===== config.mk =====
export PLATFORM = sky130hd
export DESIGN_NAME = eprom_prog_seq
export DESIGN_NICKNAME = d
export VERILOG_FILES = /design/src/rtl/eprom_prog_pkg.sv /design/src/rtl/eprom_cycle_timer.sv /design/src/rtl/eprom_try_counter.sv /design/src/rtl/eprom_prog_seq.sv
export SDC_FILE = /design/constraint.sdc
export NUM_CORES = 1
export LEC_CHECK = 0
export BUFFER_PORTS_ARGS = -buffer_cell sky130_fd_sc_hd__buf_2
export CAP_MARGIN = 0
export CORE_MARGIN = 4
export CORE_UTILIZATION = 35
export DETAILED_ROUTE_END_ITERATION = 10
export GPL_TIMING_DRIVEN = 0
export PLACE_DENSITY = 0.52
export SETUP_SLACK_MARGIN = 0.15
export SLEW_MARGIN = 20
export SYNTH_ARGS = -nofsm -noshare
export SYNTH_HDL_FRONTEND = slang
export SYNTH_SLANG_ARGS = --single-unit

===== constraint.sdc =====
create_clock -name clk -period 2.75 [get_ports clk]
set_input_delay 0.1375 -clock clk [delete_from_list [all_inputs] [get_ports clk]]
set_output_delay 0.1375 -clock clk [all_outputs]
set_load 0.1 [all_outputs]

===== src/rtl/eprom_prog_pkg.sv =====
// Package: shared sequencer state encoding for the EPROM programming block.
package eprom_prog_pkg;
    typedef enum logic [3:0] {
        ST_IDLE,
        ST_P_SETUP,
        ST_P_PULSE,
        ST_P_READ,
        ST_P_NEXT,
        ST_V_READ,
        ST_V_NEXT,
        ST_DONE,
        ST_FAIL
    } seq_state_e;
endpackage


===== src/rtl/eprom_cycle_timer.sv =====
// Module: eprom_cycle_timer
// Down-counter that times a phase in clock cycles. Loading N-1 keeps zero_o
// low for N-1 cycles, so a state that waits for zero_o lasts exactly N cycles.
// Assumes the owner loads it on entry to the phase being timed.
module eprom_cycle_timer #(
    parameter int CNT_W = 8
) (
    input  logic             clk,
    input  logic             rst_n,
    input  logic             load_i,
    input  logic [CNT_W-1:0] load_val_i,
    output logic             zero_o
);
    logic [CNT_W-1:0] cnt_q;

    // Load on request, otherwise count down and stop at zero.
    always_ff @(posedge clk) begin
        if (!rst_n)
            cnt_q <= '0;
        else if (load_i)
            cnt_q <= load_val_i;
        else if (cnt_q != '0)
            cnt_q <= cnt_q - 1'b1;
    end

    assign zero_o = (cnt_q == '0);

    AST_TMR_NO_WRAP: assert property (@(posedge clk) disable iff (!rst_n)
        (!load_i && zero_o) |=> zero_o);
endmodule


===== src/rtl/eprom_try_counter.sv =====
// Module: eprom_try_counter
// Counts program pulses spent on the current address. last_o flags that the
// permitted number of attempts has been used. Assumes clr_i and inc_i may
// arrive together when the first pulse of a new address starts.
module eprom_try_counter #(
    parameter int MAX_TRIES = 25,
    localparam int CW = $clog2(MAX_TRIES + 1)
) (
    input  logic          clk,
    input  logic          rst_n,
    input  logic          clr_i,
    input  logic          inc_i,
    output logic [CW-1:0] count_o,
    output logic          last_o
);
    localparam logic [CW-1:0] LIMIT = CW'(MAX_TRIES);

    logic [CW-1:0] cnt_q;

    // Restart per address; add one for each pulse issued.
    always_ff @(posedge clk) begin
        if (!rst_n)
            cnt_q <= '0;
        else if (clr_i)
            cnt_q <= inc_i ? CW'(1) : '0;
        else if (inc_i)
            cnt_q <= cnt_q + 1'b1;
    end

    assign count_o = cnt_q;
    assign last_o  = (cnt_q == LIMIT);

    AST_TRY_NO_EXCESS: assert property (@(posedge clk) disable iff (!rst_n)
        last_o |-> !inc_i || clr_i);
endmodule


===== src/rtl/eprom_prog_seq.sv =====
// Module: eprom_prog_seq (top)
// Programs every address of an attached EPROM with pulse/readback/retry
// loops, then verifies the whole array at nominal supply. Assumes src_data_i
// is valid in the same cycle as src_addr_o and that the device data bus is
// released whenever dev_wdata_en_o is low.
module eprom_prog_seq
    import eprom_prog_pkg::*;
#(
    parameter int ADDR_W      = 15,
    parameter int DATA_W      = 8,
    parameter int PULSE_CYC   = 12500,
    parameter int ACCESS_CYC  = 4,
    parameter int MAX_PULSES  = 25,
    parameter bit SKIP_ERASED = 1'b1
) (
    input  logic              clk,
    input  logic              rst_n,
    input  logic              start_i,
    output logic [ADDR_W-1:0] src_addr_o,
    input  logic [DATA_W-1:0] src_data_i,
    output logic [ADDR_W-1:0] dev_addr_o,
    output logic              dev_ce_n_o,
    output logic              dev_oe_n_o,
    output logic [DATA_W-1:0] dev_wdata_o,
    output logic              dev_wdata_en_o,
    input  logic [DATA_W-1:0] dev_rdata_i,
    output logic              vpp_prog_o,
    output logic              vcc_high_o,
    output logic              vcc_nom_o,
    output logic              done_o,
    output logic              fail_o,
    output logic [ADDR_W-1:0] fail_addr_o
);
    localparam int TMR_MAX = (PULSE_CYC > ACCESS_CYC) ? PULSE_CYC : ACCESS_CYC;
    localparam int TMR_W   = $clog2(TMR_MAX + 1);
    localparam int TRY_W   = $clog2(MAX_PULSES + 1);
    localparam int RUN_W   = TMR_W + 1;
    localparam logic [ADDR_W-1:0] LAST_ADDR = {ADDR_W{1'b1}};
    localparam logic [DATA_W-1:0] ERASED    = {DATA_W{1'b1}};
    localparam logic [TMR_W-1:0]  PULSE_LD  = TMR_W'(PULSE_CYC - 1);
    localparam logic [TMR_W-1:0]  READ_LD   = TMR_W'(ACCESS_CYC - 1);

    seq_state_e        state_q, state_d;
    logic [ADDR_W-1:0] addr_q, fail_addr_q;
    logic [DATA_W-1:0] data_q;
    logic              tmr_load, tmr_zero;
    logic [TMR_W-1:0]  tmr_val;
    logic              try_clr, try_inc, try_last;
    logic [TRY_W-1:0]  try_cnt;
    logic              addr_clr, addr_inc, data_cap, fail_cap;

    eprom_cycle_timer #(.CNT_W(TMR_W)) u_timer (
        .clk        (clk),
        .rst_n      (rst_n),
        .load_i     (tmr_load),
        .load_val_i (tmr_val),
        .zero_o     (tmr_zero)
    );

    eprom_try_counter #(.MAX_TRIES(MAX_PULSES)) u_tries (
        .clk     (clk),
        .rst_n   (rst_n),
        .clr_i   (try_clr),
        .inc_i   (try_inc),
        .count_o (try_cnt),
        .last_o  (try_last)
    );

    // Sequencer: next state and the per-transition control strobes.
    always_comb begin
        state_d  = state_q;
        tmr_load = 1'b0;
        tmr_val  = '0;
        try_clr  = 1'b0;
        try_inc  = 1'b0;
        addr_clr = 1'b0;
        addr_inc = 1'b0;
        data_cap = 1'b0;
        fail_cap = 1'b0;
        unique case (state_q)
            ST_IDLE, ST_FAIL: begin
                if (start_i) begin
                    addr_clr = 1'b1;
                    state_d  = ST_P_SETUP;
                end
            end
            ST_P_SETUP: begin
                data_cap = 1'b1;
                try_clr  = 1'b1;
                if (SKIP_ERASED && (src_data_i == ERASED)) begin
                    state_d = ST_P_NEXT;
                end else begin
                    try_inc  = 1'b1;
                    tmr_load = 1'b1;
                    tmr_val  = PULSE_LD;
                    state_d  = ST_P_PULSE;
                end
            end
            ST_P_PULSE: begin
                if (tmr_zero) begin
                    tmr_load = 1'b1;
                    tmr_val  = READ_LD;
                    state_d  = ST_P_READ;
                end
            end
            ST_P_READ: begin
                if (tmr_zero) begin
                    if (dev_rdata_i == data_q) begin
                        state_d = ST_P_NEXT;
                    end else if (try_last) begin
                        fail_cap = 1'b1;
                        state_d  = ST_FAIL;
                    end else begin
                        try_inc  = 1'b1;
                        tmr_load = 1'b1;
                        tmr_val  = PULSE_LD;
                        state_d  = ST_P_PULSE;
                    end
                end
            end
            ST_P_NEXT: begin
                if (addr_q == LAST_ADDR) begin
                    addr_clr = 1'b1;
                    tmr_load = 1'b1;
                    tmr_val  = READ_LD;
                    state_d  = ST_V_READ;
                end else begin
                    addr_inc = 1'b1;
                    state_d  = ST_P_SETUP;
                end
            end
            ST_V_READ: begin
                if (tmr_zero) begin
                    if (dev_rdata_i == src_data_i) begin
                        state_d = ST_V_NEXT;
                    end else begin
                        fail_cap = 1'b1;
                        state_d  = ST_FAIL;
                    end
                end
            end
            ST_V_NEXT: begin
                if (addr_q == LAST_ADDR) begin
                    state_d = ST_DONE;
                end else begin
                    addr_inc = 1'b1;
                    tmr_load = 1'b1;
                    tmr_val  = READ_LD;
                    state_d  = ST_V_READ;
                end
            end
            ST_DONE:  state_d = ST_IDLE;
            default:  state_d = ST_IDLE;
        endcase
    end

    // State, address, captured byte and fail address registers.
    always_ff @(posedge clk) begin
        if (!rst_n) begin
            state_q     <= ST_IDLE;
            addr_q      <= '0;
            data_q      <= '0;
            fail_addr_q <= '0;
        end else begin
            state_q <= state_d;
            if (addr_clr)
                addr_q <= '0;
            else if (addr_inc)
                addr_q <= addr_q + 1'b1;
            if (data_cap)
                data_q <= src_data_i;
            if (fail_cap)
                fail_addr_q <= addr_q;
        end
    end

    // Device pins and supply requests decoded from the state.
    always_comb begin
        dev_ce_n_o     = 1'b1;
        dev_oe_n_o     = 1'b1;
        dev_wdata_en_o = 1'b0;
        vpp_prog_o     = 1'b0;
        vcc_high_o     = 1'b0;
        vcc_nom_o      = 1'b0;
        unique case (state_q)
            ST_P_SETUP, ST_P_NEXT: begin
                vpp_prog_o = 1'b1;
                vcc_high_o = 1'b1;
            end
            ST_P_PULSE: begin
                dev_ce_n_o     = 1'b0;
                dev_wdata_en_o = 1'b1;
                vpp_prog_o     = 1'b1;
                vcc_high_o     = 1'b1;
            end
            ST_P_READ: begin
                dev_ce_n_o = 1'b0;
                dev_oe_n_o = 1'b0;
                vpp_prog_o = 1'b1;
                vcc_high_o = 1'b1;
            end
            ST_V_READ: begin
                dev_ce_n_o = 1'b0;
                dev_oe_n_o = 1'b0;
                vcc_nom_o  = 1'b1;
            end
            ST_V_NEXT: vcc_nom_o = 1'b1;
            default: ;
        endcase
    end

    assign src_addr_o  = addr_q;
    assign dev_addr_o  = addr_q;
    assign dev_wdata_o = data_q;
    assign done_o      = (state_q == ST_DONE);
    assign fail_o      = (state_q == ST_FAIL);
    assign fail_addr_o = fail_addr_q;

    // Checker: length of the current pulse and read runs at the pins.
    logic [RUN_W-1:0] pulse_run_q, read_run_q;
    always_ff @(posedge clk) begin
        if (!rst_n) begin
            pulse_run_q <= '0;
            read_run_q  <= '0;
        end else begin
            pulse_run_q <= dev_wdata_en_o ? pulse_run_q + 1'b1 : '0;
            read_run_q  <= !dev_oe_n_o ? read_run_q + 1'b1 : '0;
        end
    end

    AST_PULSE_WIDTH: assert property (@(posedge clk) disable iff (!rst_n)
        $fell(dev_wdata_en_o) |-> pulse_run_q == RUN_W'(PULSE_CYC));
    AST_NO_DRIVE_ON_READ: assert property (@(posedge clk) disable iff (!rst_n)
        !(dev_wdata_en_o && !dev_oe_n_o));
    AST_READ_WIDTH: assert property (@(posedge clk) disable iff (!rst_n)
        $rose(dev_oe_n_o) |-> read_run_q == RUN_W'(ACCESS_CYC));
    AST_TRIES_BOUND: assert property (@(posedge clk) disable iff (!rst_n)
        dev_wdata_en_o |-> (try_cnt != '0) && (try_cnt <= TRY_W'(MAX_PULSES)));
    AST_FAIL_HOLD: assert property (@(posedge clk) disable iff (!rst_n)
        (fail_o && !start_i) |=> fail_o && $stable(fail_addr_o) && dev_ce_n_o);
    AST_ADDR_STEP: assert property (@(posedge clk) disable iff (!rst_n)
        (state_q == ST_P_SETUP && $past(state_q) == ST_P_NEXT)
            |-> addr_q == $past(addr_q) + ADDR_W'(1));
    AST_DONE_ONE_CYCLE: assert property (@(posedge clk) disable iff (!rst_n)
        done_o |=> !done_o && dev_ce_n_o);
    AST_SUPPLY_EXCL: assert property (@(posedge clk) disable iff (!rst_n)
        !(vcc_high_o && vcc_nom_o));
endmodule


==> results_dict.tcl <==
set metrics [dict create \
    initial_utilization 0.366 \
    cts_sinks 61 \
    area_growth_pct 24.0 \
    run_status "complete, no violations" \
    cts.root.buffer_cell "sky130_fd_sc_hd__clkbuf_8" \
    top_level_ports 80 \
    static-leakage-power_nw 1.72 \
    grt_pass1_vias 3005 \
    drt-vias-per-instance 5.06 \
    timing.critical_path.to_type "flip-flop" \
    worst-slew-pin-transition_ns 0.776 \
    place.gp.congestion 0.802 \
    core_um2 8890 \
    yosys.cell_count.top_type "sky130_fd_sc_hd__dfxtp_1" \
    cts.htree.levels 3 \
    ys_seq_elements 61 \
    global_route.usage.met3 0.0484 \
    die_area_um2 10900 \
    num_vias 3030 \
    worst_setup_slack_after_placement_ns 0.331 \
    grt.met2_usage 0.274 \
    netlist.top_cell.by_area "sky130_fd_sc_hd__dfxtp_1" \
    master_of_the_slowest_instance_on_the_critical_path "sky130_fd_sc_hd__nor4_1" \
    cap_viol_max_count 0 \
    tritoncts.num_buffers 9 \
    numPortBuffers 78 \
    slew_headroom 0.481 \
    grt_first_pass_wirelength_mm 14.5 \
    postSynth.asyncResetShare 0 \
    final_cell_area_um2 4040 \
    cts_hold_repair.buffers 0 \
    final-hold-violation-count 0 \
    timing.critical_path.from_type "flip-flop" \
    finalClockSkew_ns 0.00973 \
    longest_clk_path_bufs 2 \
    hold_path.class "in2reg" \
    synthesis.area_um2 3250 \
    synth-main-ff-cell "sky130_fd_sc_hd__dfxtp_1" \
    path_cells "xor2_1 > nor4_1 > a21oi_1 > or3_1 > o31ai_4 > a21oi_1" \
    wl_per_cell_um 14.7 \
    final_setup_viols 0 \
    yosys-top-cells-count "61 x sky130_fd_sc_hd__dfxtp_1, 56 x sky130_fd_sc_hd__nand2_1, 37 x sky130_fd_sc_hd__nor2_1, 29 x sky130_fd_sc_hd__nand3_1, 27 x sky130_fd_sc_hd__xor2_1" \
    drt_first_pass_iters 4 \
    average_size_of_a_mapped_cell_um2 8.18 \
    num-fill-cells 918 \
    final_antenna_net_count 0 \
    ys_seq_area_frac 0.375 \
    clock_period_minus_final_worst_setup_slack_ns 2.36 \
    grt_antenna_before_repair 0 \
    netlist_instances 398 \
    postCtsSetupBuffers 0 \
    die_width_um 104 \
    detailed_place.area_um2 3820 \
    dpl.hpwl_mm 6.64 \
    placement_rows 34 \
    yosys_warnings 0 \
    worst-endpoint-arrival_ns 2.56 \
    cts.clk_slew.worst_paths_ns 0.07 \
    grt.total_usage 0.163 \
    finalMaxSlewViolations 0 \
    worst_slack_ns 0.392 \
    crit_path_frequent_cell "sky130_fd_sc_hd__a21oi_1" \
    layout.nets 511 \
    drt_first_iter_violations 87 \
    synth_top_area_frac 0.375 \
    grt_remaining_overflow 0 \
    power-per-cell-area_nw_per_um2 937 \
    maxClockFrequency_mhz 424 \
    totalWireLength_mm 8.81 \
    grt_setup_unrepaired "false" \
    worst_ep_required_time_ns 2.95 \
    busiest_layer "met2" \
    synthesis.nets 422 \
    largest_driver_fanout_on_the_critical_path 5 \
    global_route.usage.met1 0.199 \
    critical_path.max_stage_delay_ns 0.52 \
    vdd_drop_max_mv 0.513 \
    cts_tree "yes" \
    clock_insertion_delay_worst_skew_ns 0.34 \
    die_y_um 104 \
    post_route_cells_drive_above_1_share 0.273 \
    drc 0 \
    critPathKind "reg2reg" \
    period_share 0.857 \
    grt_max_degree 11 \
    synth_edf_count 0 \
    yosys.cell_types.count 52 \
    setup_total_negative_slack_ns 0 \
    antenna-diode-count 0 \
    worst_hold_slack_ns 0.0683 \
    synth.top_cells.by_area "sky130_fd_sc_hd__dfxtp_1 38%, sky130_fd_sc_hd__xor2_1 7.3%, sky130_fd_sc_hd__nand2_1 6.5%, sky130_fd_sc_hd__nand3_1 4.5%, sky130_fd_sc_hd__nor2_1 4.3%" \
    ctsResizeCount 0 \
]
## area by class of cell
| class | instances | area [µm²] | share of cell area |
|---|---|---|---|
| clock buffer | 11 | 141 | 0.0350 |
| buffer | 35 | 205 | 0.0508 |
| multi-input combinational | 297 | 1840 | 0.456 |
| inverter | 5 | 18.8 | 0.00465 |
| timing repair buffer | 78 | 390 | 0.0967 |
| tap | 108 | 135 | 0.0335 |
| sequential | 61 | 1230 | 0.305 |
| clock inverter | 4 | 72.6 | 0.0180 |
## metal layers
metal	vias to the layer above	routed length, µm	share of wire
met3	8	510	0.058
li1	1541	-	-
met2	77	4210	0.48
met5	-	0	0
met1	1404	3990	0.45
met4	0	97	0.011
## placed cells by master (no fill, tap or decap), types with 10 or more instances in the layout
cell and instances:
sky130_fd_sc_hd__buf_4 17, sky130_fd_sc_hd__xor2_1 27, sky130_fd_sc_hd__buf_2 80, sky130_fd_sc_hd__a21boi_0 11, sky130_fd_sc_hd__clkbuf_1 14, sky130_fd_sc_hd__dfxtp_1 53, sky130_fd_sc_hd__nor2_1 37, sky130_fd_sc_hd__clkbuf_8 10
sky130_fd_sc_hd__xnor2_1 15, sky130_fd_sc_hd__nand2_1 56, sky130_fd_sc_hd__a21oi_1 12, sky130_fd_sc_hd__o21ai_0 21, sky130_fd_sc_hd__nand3_1 29
## registers in the layout (all words and copies together), names as in the netlist
register,cells
dev_addr_o,15
fail_addr_o,15
u_timer.cnt_q,14
dev_wdata_o,8
u_tries.count_o,5
state_q,4
## report_power, final
group / internal, mW / switching (mW)
combinational: 0.560 / 1.17
clock: 0.529 / 0.348
sequential: 1.03 / 0.150
total: 2.12 / 1.66
## critical path, delay by kind of cell (launching register included)
| kind | cells | cell delay, ns |
|---|---|---|
| AOI/OAI and AO/OA | 3 | 0.74 |
| xor gates and xnor gates | 1 | 0.15 |
| DFF | 1 | 0.34 |
| and+or+nand+nor | 2 | 0.99 |
## logic make-up (layout without fill, tap and decap cells)
kind of cell,Yosys count,count (layout),synth area share
adders and majority gates,5,5,0.0192
and+or+nand+nor,188,188,0.300
xor gates and xnor gates,42,42,0.113
buffers and inverters,40,133,0.0688
muxes,3,3,0.00923
DFF,61,61,0.375
AOI/OAI and AO/OA,59,59,0.114
## through the flow
| step | std cells | util | total power, mW |
|---|---|---|---|
| final | 599 | 0.454 | 3.78 |
| after detailed placement | 584 | 0.429 | 2.92 |
| after global placement | 584 | 0.429 | 2.90 |
| after floorplan | 398 | - | 2.59 |
| after global routing | 599 | 0.454 | 4.02 |
| after CTS | 599 | 0.454 | 3.82 |
## final timing paths
kind | start | endpoint | slack [ns] | cells after the start
worst max-delay path | dev_wdata_o[6]$_SDFFE_PN0P_ | u_timer.cnt_q[4]$_SDFFE_PN0P_ | 0.39 | 6
worst min-delay path | src_data_i[5] | dev_wdata_o[5]$_SDFFE_PN0P_ | 0.07 | 3
worst max register to register | dev_wdata_o[6]$_SDFFE_PN0P_ | u_timer.cnt_q[4]$_SDFFE_PN0P_ | 0.39 | 6
worst min register to register | fail_addr_o[11]$_SDFFE_PN0P_ | fail_addr_o[11]$_SDFFE_PN0P_ | 0.47 | 2
Note: power is estimated with default switching activity, not from simulation.
